**config.mk**
```make
export PLATFORM = sky130hd
export DESIGN_NAME = flash_status_gen
export DESIGN_NICKNAME = d
export VERILOG_FILES = /design/src/rtl/fs_pkg.sv /design/src/rtl/fs_read_detect.sv /design/src/rtl/fs_burst_timer.sv /design/src/rtl/fs_toggle_bits.sv /design/src/rtl/flash_status_gen.sv
export SDC_FILE = /design/constraint.sdc
export NUM_CORES = 1
export LEC_CHECK = 0
export ABC_AREA = 0
export BUFFER_PORTS_ARGS = -buffer_cell sky130_fd_sc_hd__buf_2
export CAP_MARGIN = 40
export CORE_MARGIN = 2
export CORE_UTILIZATION = 43
export CTS_BUF_LIST = sky130_fd_sc_hd__clkbuf_16
export DETAILED_ROUTE_END_ITERATION = 8
export PLACE_DENSITY = 0.77
export REMOVE_ABC_BUFFERS = 1
export SYNTH_ARGS = -nofsm -noshare
export SYNTH_HDL_FRONTEND = slang
export SYNTH_SLANG_ARGS = --single-unit
```
**constraint.sdc**
```tcl
create_clock -name clk -period 1.81 [get_ports clk]
set_input_delay 0.0905 -clock clk [delete_from_list [all_inputs] [get_ports clk]]
set_output_delay 0.0905 -clock clk [all_outputs]
set_load 0.01 [all_outputs]
```
**src/rtl/fs_pkg.sv**
```systemverilog
package fs_pkg;
    typedef enum logic [2:0] {
        ST_ARRAY,
        ST_PROG,
        ST_ERASE,
        ST_SUSP,
        ST_SUSP_PROG,
        ST_PROT_SHORT,
        ST_PROT_LONG,
        ST_FAIL
    } fs_state_e;
endpackage

```
**src/rtl/fs_read_detect.sv**
```systemverilog
module fs_read_detect (
    input  logic clk,
    input  logic rst_n,
    input  logic ce_n,
    input  logic oe_n,
    output logic rd_done
);
    logic rd_act;
    logic rd_act_q;

    assign rd_act  = ~ce_n & ~oe_n;
    assign rd_done = rd_act_q & ~rd_act;

    always_ff @(posedge clk or negedge rst_n) begin
        if (!rst_n) rd_act_q <= 1'b0;
        else        rd_act_q <= rd_act;
    end
endmodule

```
**src/rtl/fs_burst_timer.sv**
```systemverilog
module fs_burst_timer #(
    parameter int SHORT_CYC = 100,
    parameter int LONG_CYC  = 5000,
    localparam int CNT_W    = $clog2(LONG_CYC + 1)
) (
    input  logic             clk,
    input  logic             rst_n,
    input  logic             load_short,
    input  logic             load_long,
    output logic             expired,
    output logic [CNT_W-1:0] cnt
);
    always_ff @(posedge clk or negedge rst_n) begin
        if (!rst_n)           cnt <= '0;
        else if (load_long)   cnt <= CNT_W'(LONG_CYC - 1);
        else if (load_short)  cnt <= CNT_W'(SHORT_CYC - 1);
        else if (cnt != '0)   cnt <= cnt - 1'b1;
    end

    assign expired = (cnt == '0);
endmodule

```
**src/rtl/fs_toggle_bits.sv**
```systemverilog
module fs_toggle_bits #(
    parameter int NUM_SECT = 8,
    localparam int SECT_W  = $clog2(NUM_SECT)
) (
    input  logic                clk,
    input  logic                rst_n,
    input  logic                rd_done,
    input  logic [SECT_W-1:0]   rd_sect,
    input  logic                tb6_en,
    input  logic                tb2_en,
    input  logic [NUM_SECT-1:0] sect_mask,
    output logic                tb6,
    output logic                tb2
);
    always_ff @(posedge clk or negedge rst_n) begin
        if (!rst_n) begin
            tb6 <= 1'b0;
            tb2 <= 1'b0;
        end else begin
            if (rd_done && tb6_en)                     tb6 <= ~tb6;
            if (rd_done && tb2_en && sect_mask[rd_sect]) tb2 <= ~tb2;
        end
    end
endmodule

```
**src/rtl/flash_status_gen.sv**
```systemverilog
module flash_status_gen
    import fs_pkg::*;
#(
    parameter int CLK_HZ   = 50_000_000,
    parameter int SHORT_US = 2,
    parameter int LONG_US  = 100,
    parameter int ADDR_W   = 19,
    parameter int NUM_SECT = 8
) (
    input  logic                clk,
    input  logic                rst_n,
    input  logic                ce_n,
    input  logic                oe_n,
    input  logic [ADDR_W-1:0]   rd_addr,
    input  logic                op_go,
    input  logic                op_erase,
    input  logic [ADDR_W-1:0]   op_addr,
    input  logic [NUM_SECT-1:0] ers_sel,
    input  logic [NUM_SECT-1:0] sec_prot,
    input  logic                eng_done,
    input  logic                susp_req,
    input  logic                resume_req,
    input  logic                lim_hit,
    input  logic                rst_cmd,
    output logic                stat_en,
    output logic                dq6_tgl,
    output logic                dq5_lim,
    output logic                dq2_tgl
);
    localparam int CYC_PER_US = CLK_HZ / 1_000_000;
    localparam int SHORT_CYC  = CYC_PER_US * SHORT_US;
    localparam int LONG_CYC   = CYC_PER_US * LONG_US;
    localparam int SECT_W     = $clog2(NUM_SECT);
    localparam int CNT_W      = $clog2(LONG_CYC + 1);

    fs_state_e st, st_nx;

    logic                rd_done;
    logic [SECT_W-1:0]   rd_sect;
    logic [SECT_W-1:0]   op_sect;
    logic [NUM_SECT-1:0] sect_mask;
    logic [NUM_SECT-1:0] live_sel;
    logic                prog_blocked;
    logic                erase_blocked;
    logic                load_short;
    logic                load_long;
    logic                tmr_exp;
    logic [CNT_W-1:0]    tmr_cnt;
    logic                tb6_en;
    logic                tb2_en;

    assign rd_sect       = rd_addr[ADDR_W-1 -: SECT_W];
    assign op_sect       = op_addr[ADDR_W-1 -: SECT_W];
    assign live_sel      = ers_sel & ~sec_prot;
    assign prog_blocked  = sec_prot[op_sect];
    assign erase_blocked = (live_sel == '0);

    fs_read_detect u_rd (
        .clk     (clk),
        .rst_n   (rst_n),
        .ce_n    (ce_n),
        .oe_n    (oe_n),
        .rd_done (rd_done)
    );

    fs_burst_timer #(
        .SHORT_CYC (SHORT_CYC),
        .LONG_CYC  (LONG_CYC)
    ) u_tmr (
        .clk        (clk),
        .rst_n      (rst_n),
        .load_short (load_short),
        .load_long  (load_long),
        .expired    (tmr_exp),
        .cnt        (tmr_cnt)
    );

    fs_toggle_bits #(
        .NUM_SECT (NUM_SECT)
    ) u_tgl (
        .clk       (clk),
        .rst_n     (rst_n),
        .rd_done   (rd_done),
        .rd_sect   (rd_sect),
        .tb6_en    (tb6_en),
        .tb2_en    (tb2_en),
        .sect_mask (sect_mask),
        .tb6       (dq6_tgl),
        .tb2       (dq2_tgl)
    );

    // Next-state logic
    always_comb begin
        st_nx = st;
        unique case (st)
            ST_ARRAY: begin
                if (op_go) begin
                    if (op_erase) st_nx = erase_blocked ? ST_PROT_LONG  : ST_ERASE;
                    else          st_nx = prog_blocked  ? ST_PROT_SHORT : ST_PROG;
                end
            end
            ST_PROG: begin
                if (lim_hit)       st_nx = ST_FAIL;
                else if (eng_done) st_nx = ST_ARRAY;
            end
            ST_ERASE: begin
                if (lim_hit)       st_nx = ST_FAIL;
                else if (susp_req) st_nx = ST_SUSP;
                else if (eng_done) st_nx = ST_ARRAY;
            end
            ST_SUSP: begin
                if (resume_req)                             st_nx = ST_ERASE;
                else if (op_go && !op_erase && !prog_blocked) st_nx = ST_SUSP_PROG;
            end
            ST_SUSP_PROG: begin
                if (lim_hit)       st_nx = ST_FAIL;
                else if (eng_done) st_nx = ST_SUSP;
            end
            ST_PROT_SHORT,
            ST_PROT_LONG: begin
                if (tmr_exp) st_nx = ST_ARRAY;
            end
            ST_FAIL: begin
                if (rst_cmd) st_nx = ST_ARRAY;
            end
            default: st_nx = ST_ARRAY;
        endcase
    end

    // State register and captured erase set
    always_ff @(posedge clk or negedge rst_n) begin
        if (!rst_n) begin
            st        <= ST_ARRAY;
            sect_mask <= '0;
        end else begin
            st <= st_nx;
            if (st == ST_ARRAY && op_go && op_erase) sect_mask <= live_sel;
        end
    end

    // Output and control decode
    always_comb begin
        stat_en    = 1'b1;
        dq5_lim    = 1'b0;
        tb6_en     = 1'b0;
        tb2_en     = 1'b0;
        load_short = 1'b0;
        load_long  = 1'b0;
        unique case (st)
            ST_ARRAY: begin
                stat_en    = 1'b0;
                load_short = op_go && !op_erase && prog_blocked;
                load_long  = op_go && op_erase && erase_blocked;
            end
            ST_PROG:       tb6_en = 1'b1;
            ST_ERASE: begin
                tb6_en = 1'b1;
                tb2_en = 1'b1;
            end
            ST_SUSP:       tb2_en = 1'b1;
            ST_SUSP_PROG:  tb6_en = 1'b1;
            ST_PROT_SHORT: tb6_en = 1'b1;
            ST_PROT_LONG:  tb6_en = 1'b1;
            ST_FAIL: begin
                tb6_en  = 1'b1;
                dq5_lim = 1'b1;
            end
            default: stat_en = 1'b0;
        endcase
    end
endmodule

```
# After elaboration in Yosys (flattened, before gate mapping)
# Index checks and enable logic that the tools add are counted.
[classes]
order_cmp = 2
addsub = 1
div = 0
multipliers = 0
muxes = 28
bitwise = 9
shifts = 0
reduce_logical = 21
eq_ne = 12
[ops]
columns = ["op", "n"]
rows = [
  ["two-way mux 3 bit", 14],
  ["two-way mux 13 bit", 3],
  ["case mux 3 bit (7 select lines)", 1],
  ["logical NOT 13 bit", 1],
  ["nonzero test 13 bit", 1],
  ["subtractor 13 x 1 -> 13 bit, second input constant", 1],
  ["== test 3 bit, second input constant", 4],
  ["logical AND 1 bit", 10],
  ["bitwise AND 8 bit", 1],
  ["logical NOT 8 bit", 1],
  ["< comparator 3 x 4 -> 1 bit, second input constant", 2],
  ["two-way mux 1 bit", 8],
  ["NOT 8 bit", 1],
  ["binary-select mux 1 bit (select 3 bit)", 2],
  ["== test 3 x 2 -> 1 bit, second input constant", 2],
  ["inequality test 2 bit, second input constant", 3],
  ["inequality test 3 bit, second input constant", 2],
  ["OR reduction 6 bit", 1],
  ["NOT 1 bit", 5],
  ["AND reduction 5 bit", 1],
  ["OR reduction 2 bit", 2],
  ["== test 3 x 1 -> 1 bit, second input constant", 1],
  ["logical NOT 3 bit", 1],
  ["nonzero test 3 bit", 1],
  ["2 further kinds", 4],
]
[totals]
latchBits = 0
ram_bits = 0
inputBits = 65
rom_bits = 0
register_bits = 27
n_memories = 0

# Longest topological paths before layout
# Gate-level depths: netlist of run 1.
[depth]
ltp_word = 7
mapped_depth = 7
ltp_nobuf = 7

# Cells and area by module
# From an unflattened synthesis of run 1, not the netlist that was laid out.
[hier_totals]
hier_cells = 194
hier_area_um2 = 1896.8
[by_module_without_submodules]
columns = ["mod", "seq_area_each_um2", "n_inst", "area_per_inst_um2", "cells_per_inst"]
rows = [
  ["flash_status_gen", 275.3, 1, 944.7, 96],
  ["fs_burst_timer", 325.3, 1, 772.0, 83],
  ["fs_toggle_bits", 50.0, 1, 143.9, 12],
  ["fs_read_detect", 25.0, 1, 36.3, 3],
]

# Worst setup path after synthesis of run 1
# Ideal clock, no wire load.
[synth_timing]
path_type = "register -> register"
from = "reg u_tmr.cnt[0]"
to = "reg u_tmr.cnt[11]"
path_stages_with_launch = 6
t_arrival_ns = 1.799
period_less_slack_ns = 1.931
n_path_buf = 0
setup_time_ns = 0.132
required_time_ns = 1.678
slack_ns = -0.121
path_cell_list = "dfrtp_1 or4_4 or2_4 or4b_1 xor2_1 nor2_1"
[synth_via]
elab_chain_cells = 4
[synth_lines]
columns = ["element", "line_no", "rtl"]
rows = [
  ["start: declaration", "fs_burst_timer.sv:11", "output logic [CNT_W-1:0] cnt"],
  ["start signal: assignment", "fs_burst_timer.sv:15", "else if (load_long) cnt <= CNT_W'(LONG_CYC - 1);"],
  ["start signal: assignment", "fs_burst_timer.sv:16", "else if (load_short) cnt <= CNT_W'(SHORT_CYC - 1);"],
  ["start signal: assignment", "fs_burst_timer.sv:17", "else if (cnt != '0) cnt <= cnt - 1'b1;"],
  ["subtractor 13 x 1 -> 13 bit", "fs_burst_timer.sv:17", ""],
  ["two-way mux 13 bit", "fs_burst_timer.sv:17", ""],
  ["two-way mux 13 bit", "fs_burst_timer.sv:16", ""],
  ["two-way mux 13 bit", "fs_burst_timer.sv:15", ""],
]
# Parallel ways exist; a longest one is shown, timed or not. The select of a mux whose other input is x is not followed.
# A chain may end at the register's enable or synchronous reset.

# Final worst setup path of run 1
[layout_timing]
from = "reg u_tmr.cnt[1]"
to = "reg u_tmr.cnt[6]"
# The elaborated chain is that of the path after synthesis.

==> metrics.csv, run 1 <==
stage;metric;value;unit
routing;via_count;1565;
routing;detail-route-antenna-nets;0;
yosys;synth_top_family_by_area;simple AND/OR/NAND/NOR gates;
sta;layout_setup_ws;-0.195;ns
sta;slew_headroom;59.1;%
floorplan;die-width;66.1;microns
cts;clkTransAtPathRegs;0.07;ns
routing;avgRoutedWirePerCell;15.1;microns
yosys;synth_warnings;0;
final_layout;nFillCells;295;
pwr;p_leak;1.09;nW
critical_path;end_kind;flop;
floorplan;core-area;3690;sq um
pwr;ir_drop;0.569;mV
yosys;synthTopCellsByArea;dfrtp_1 41%, xnor2_1 4.7%, o21ai_0 3.6%;
floorplan;fp-row-count;22;
routing;wirelength;4400;microns
critical_path;path_max_fanout;4;
place;placed_area;2040;sq um
min_path;min_path_type;input pin to flop;
yosys;netlist.area_leader.share;40.7;%
critical_path;path_buf_inv;3;
place;place_congestion;0.933;
routing;drc_errors;0;
final_layout;final_common_cell;buf_2;
critical_path;max_stage_delay;0.49;ns
yosys;synth_adder_area_share;2.11;%
sta;setup_tns;-1.49;ns
yosys;synth_largest_area_cell;dfrtp_1;
grt;grt_max_degree;28;
yosys;syn_inst;178;
sta;period_share;111;%
cts;cts_root_buf;clkbuf_16;
grt;grt_pass1_vias;1625;
job;cap_violations;0;
run_status;outcome;finished with violations;
yosys;netlist_area;1660;sq um
cts;cts_tree;built;
sta;skew;0.00463;ns
routing;viasPerCell;5.38;
cts;cts_buffers;3;
floorplan;fp.dieH;66.1;microns
cts;ctsHtreeMaxLevel;1;
yosys;synthMuxAreaShare;7.08;%
final_layout;register_area;676;sq um
sta;finalMaxSlewViolations;0;
grt;antenna_found_initial;0;
pwr;powerDensity;1500;nW/um^2
sta;holdWs;0.125;ns
place;place_inst;279;
sta;tightestPinTransition;0.614;ns
yosys;synthFlopType;dfrtp_1;
sta;fmax;0.499;GHz
cts;clock_path_buffers;2;
yosys;synthXorXnorAreaFrac;7.39;%
final_layout;fin_cells;291;
floorplan;die_area;4370;sq um
critical_path;crit_slowest_cell;or4b_4;
cts;clock_latency;0.26;ns
cts;cts.sinks;27;
sta;post-route-min-period;2.00;ns
routing;dr.pass1.iters;4;
yosys;yosysSeqAreaShare;40.7;%
sta;hold_viol;0;
grt;grt_first_pass_wirelength;7280;microns
place;hpwl;3070;microns
grt;track_usage;21.7;%
critical_path;worstPathRequired;1.97;ns
yosys;yosys.area_share.simple;25.0;%
yosys;synth_edf_count;0;
final_layout;multi_input_area;1100;sq um
critical_path;critPathTopFamily;simple AND/OR/NAND/NOR gates;
critical_path;path_cells;inv_2 -> ha_1 -> or4b_4 -> buf_4 -> nor3_4 -> buf_4 -> o21ai_1 -> and2_1;
critical_path;path_common_cell;buf_4;
final_layout;syn_to_final_growth;42.6;%
final_layout;final_cell_mix;36 x buf_2, 27 x dfrtp_1, 24 x buf_4;
critical_path;critical_path_class;flop to flop;
yosys;synth_cell_types;49;
place;place.port_buffers;36;
grt;grt_overflow;0;
final_layout;drive_gt1_share;42.4;%
final_layout;final_area;2370;sq um
routing;drtIter0Drc;114;
critical_path;arrival;2.16;ns
floorplan;boundaryPins;69;
final_layout;n_antenna_cell;0;
yosys;ys_ff_latch;27;
pwr;totalPowerFinal;3.56;mW
sta;setup_viol;14;
sta;rsz0062_at_grt;true;
run_status;violations;negative setup slack;
floorplan;initial_core_util;45.0;%
final_layout;nets;311;
yosys;syn_area_per_cell;9.33;sq um
yosys;async_flop_share;100;%
yosys;synth_compound_area_share;14.3;%
critical_path;crit_path_start_kind;flop;
registers in the layout (all words and copies together), names as in the netlist:
register / count
u_rd.rd_act_q: 1
u_tmr.cnt: 13
st: 3
u_tgl.tb2: 1
sect_mask: 8
u_tgl.tb6: 1
cell families (layout without fill, tap and decap cells):
family | count (synthesis) | after routing
buf+inv | 13 | 78
compound gates | 38 | 38
mux | 9 | 9
fa+ha+maj | 3 | 3
flops | 27 | 27
simple gates | 74 | 74
xor+xnor | 14 | 14
synthesized netlist by cell type, types with 2 or more instances:
cell      instances
xnor2_1           9
nand2b_1          9
nor3_1            8
xor2_1            5
mux4_2            2
or4_1             3
nand3_1           5
o21ai_0          12
o31ai_1           2
ha_1              2
nor2_1           13
mux2_2            2
a211oi_1          2
nand2_1          15
mux2i_1           5
dfrtp_1          27
nor2b_1           3
o21ai_1           6
nor3b_1           2
clkbuf_1          4
a21oi_1           5
inv_1             8
or4b_1            3
final cells by class:
cell class | instances | area share, %
tap | 48 | 2.54
sequential | 27 | 28.5
multi-input combinational | 138 | 46.4
timing repair buffer | 66 | 17.9
clock inverter | 1 | 0.159
clock buffer | 3 | 3.17
inverter | 8 | 1.27
repair_timing:
action,in CTS,in global routing
resized for setup,21,21
pin swaps,3,9
endpoints found under the hold margin,28,0
setup endpoints to repair,15,16
hold buffers,3,0
buffers inserted,2,4
tightest hold or removal path: stages:
cell and delay (ns):
buf_2 0.09, nand2b_1 0.07, o21ai_0 0.08
routing by layer:
layer / vias to the layer above / share of wire, % / GRT usage, %
li1: 766 / - / -
met1: 724 / 42 / 26.6
met2: 65 / 51 / 39.1
met3: 10 / 6.0 / 2.90
met4: 0 / 1.8 / 6.89
met5: - / 0 / 0
final timing paths:
kind / startpoint / end / slack, ns / depth (start not counted)
setup / recovery: u_tmr.cnt[1] / u_tmr.cnt[6] / -0.19 / 8
hold / removal: ers_sel[7] / sect_mask[7] / 0.12 / 3
setup reg to reg: u_tmr.cnt[1] / u_tmr.cnt[6] / -0.19 / 8
hold reg to reg: u_tgl.tb2 / u_tgl.tb2 / 0.46 / 1
max in group asynchronous: rst_n / u_tmr.cnt[8] / 1.03 / 2
min in group asynchronous: rst_n / u_tmr.cnt[4] / 0.37 / 2
per-stage QoR:
stage                     setup slack (ns)  util (%)
final                               -0.195      64.2
after global routing                -0.317      64.2
after CTS                           -0.164      61.1
after detailed placement            -0.214      55.3
after global placement              -0.165      55.3
after floorplan                     -0.121         -
where the power goes:
group          switching [mW]  total, mW  internal (mW)  leakage [nW]
registers               0.219       1.11          0.888         0.340
clock network           0.204      0.500          0.296        0.0423
logic                   0.957       1.95          0.994         0.710
total                    1.38       3.56           2.18          1.09
Note: power is estimated with default switching activity, not from simulation.
==> inputs of run 2 (changes only) <==
--- a/config.mk
+++ b/config.mk
@@ -11,6 +11,6 @@
 export CORE_MARGIN = 2
-export CORE_UTILIZATION = 43
+export CORE_UTILIZATION = 48
 export CTS_BUF_LIST = sky130_fd_sc_hd__clkbuf_16
 export DETAILED_ROUTE_END_ITERATION = 8
-export PLACE_DENSITY = 0.77
+export PLACE_DENSITY = 0.81
 export REMOVE_ABC_BUFFERS = 1
==> constraint.sdc (replaced) <==
create_clock -name clk -period 1.9 [get_ports clk]
set_input_delay 0.19 -clock clk [delete_from_list [all_inputs] [get_ports clk]]
set_output_delay 0.19 -clock clk [all_outputs]
set_load 0.01 [all_outputs]
==> run 2 against run 1 <==
The run still ends with negative setup slack left. Register-to-register slack barely moved. Worst setup slack improved by 0.013 ns. Flip-flop and latch count unchanged. Wire length shrank 8.4%. Power is 7.3% lower. Via count increased by 0.70%. Utilization increased by 5.1 points. First-iteration DRC count down 81%. Sequential power about the same. Fmax down 3.7%. Worst hold slack got worse by 0.047 ns. Highest routed layer unchanged. Final area is 2.3% lower.
==> metrics.csv, run 2 (synthesized netlist as in run 1, its figures left out) <==
stage;metric;value;unit
run_status;outcome;finished with violations;
run_status;violations;negative setup slack;
cts;clock_path_buffers;2;
floorplan;boundaryPins;69;
routing;detail-route-antenna-nets;0;
floorplan;initial_core_util;49.8;%
critical_path;crit_path_start;u_tmr.cnt[0];
routing;viasPerCell;5.43;
sta;setup_viol;10;
routing;dr.pass1.iters;4;
grt;grt_pass1_vias;1587;
critical_path;max_stage_delay;0.56;ns
min_path;min_path_type;input pin to flop;
routing;wirelength;4030;microns
final_layout;syn_to_final_growth;39.3;%
final_layout;drive_gt1_share;39.8;%
final_layout;multi_input_area;1040;sq um
place;place_inst;281;
critical_path;path_cells;or4_4 -> or2_4 -> or4b_4 -> xor2_2 -> nor2_1;
job;cap_violations;0;
grt;antenna_found_initial;0;
critical_path;crit_slowest_cell;or4_4;
sta;post-route-min-period;2.08;ns
grt;grt_max_degree;28;
sta;fmax;0.480;GHz
routing;via_count;1576;
cts;cts_buffers;3;
floorplan;fp-row-count;21;
critical_path;path_max_fanout;3;
cts;cts.sinks;27;
final_layout;largestRegisters;u_tmr.cnt (13), sect_mask (8), st (3);
critical_path;r2r_start;u_tmr.cnt[0];
final_layout;largest-register;u_tmr.cnt;
cts;clock_latency;0.26;ns
critical_path;worstPathRequired;2.03;ns
critical_path;end_kind;flop;
routing;drc_errors;0;
final_layout;n_antenna_cell;0;
grt;grt_overflow;0;
sta;skew;0.00299;ns
final_layout;post-route-util;69.3;%
sta;holdWs;0.0781;ns
pwr;powerDensity;1430;nW/um^2
floorplan;die_area;3950;sq um
cts;cts_tree;built;
critical_path;arrival;2.21;ns
sta;layout_setup_ws;-0.182;ns
final_layout;largest_register_ffs;13;
final_layout;final_area;2310;sq um
sta;hold_viol;0;
final_layout;register_area;676;sq um
sta;finalMaxSlewViolations;0;
final_layout;nets;312;
cts;cts_root_buf;clkbuf_16;
sta;slew_headroom;61.7;%
sta;setup_tns;-0.844;ns
min_path;hp-start;ce_n;
grt;grt_first_pass_wirelength;6860;microns
pwr;ir_drop;0.878;mV
floorplan;fp.dieH;62.8;microns
cts;clkTransAtPathRegs;0.06;ns
sta;rsz0062_at_grt;true;
cts;ctsHtreeMaxLevel;1;
final_layout;final_cell_mix;36 x buf_2, 27 x dfrtp_1, 26 x buf_4;
pwr;p_leak;1.09;nW
critical_path;critical_path_class;flop to flop;
place;place.port_buffers;36;
floorplan;core-area;3340;sq um
floorplan;die-width;62.8;microns
final_layout;nFillCells;280;
critical_path;crit_path_start_kind;flop;
grt;track_usage;21.7;%
final_layout;final_common_cell;buf_2;
final_layout;fin_cells;290;
sta;tightestPinTransition;0.574;ns
sta;period_share;110;%
place;placed_area;2070;sq um
routing;avgRoutedWirePerCell;13.9;microns
routing;drtIter0Drc;22;
place;place_congestion;0.879;
place;hpwl;2910;microns
-- run 2: timing repair --
action,CTS,global route
gates cloned,0,0
hold buffers,1,0
setup buffers,1,3
gates resized for setup,17,12
hold endpoints to repair,27,0
pin swaps,4,10
setup endpoints to repair,15,15
-- run 2: critical path, delay by kind of cell (launching register included) --
| kind | cells | cell delay [ns] |
|---|---|---|
| simple gates | 4 | 1.37 |
| flops | 1 | 0.40 |
| xor+xnor | 1 | 0.17 |
-- run 2: area by class of cell --
cell class | count | share of cell area, %
clock inverter | 1 | 0.162
timing repair buffer | 67 | 18.6
inverter | 8 | 1.30
multi-input combinational | 138 | 45.0
sequential | 27 | 29.2
tap | 46 | 2.49
clock buffer | 3 | 3.25
-- run 2: path summary, 6_finish.rpt --
kind | end | slack (ns) | depth (start not counted)
max | u_tmr.cnt[11] | -0.18 | 5
min | u_rd.rd_act_q | 0.08 | 2
max in group asynchronous | u_tmr.cnt[5] | 1.05 | 2
min reg2reg | u_tgl.tb2 | 0.47 | 1
max reg2reg | u_tmr.cnt[11] | -0.18 | 5
min in group asynchronous | u_tmr.cnt[1] | 0.46 | 2
-- run 2: through the flow --
step                setup WS (ns)  power (mW)
floorplan                 -0.0310        1.91
global placement           -0.162        2.48
detailed placement         -0.223        2.54
CTS                        -0.141        3.18
global route               -0.266        3.54
finish                     -0.182        3.30
-- run 2: report_power, final --
group	switching, mW	internal, mW	leakage [nW]
registers	0.234	0.846	0.340
logic	0.818	0.930	0.708
clock network	0.187	0.282	0.0423
-- run 2: per-layer routing --
layer	routed length [microns]	vias up	global-route usage, %
li1	-	768	-
met1	1600	757	24.9
met2	2180	40	41.9
met3	135	11	2.34
met4	110	0	6.67
met5	0	-	0
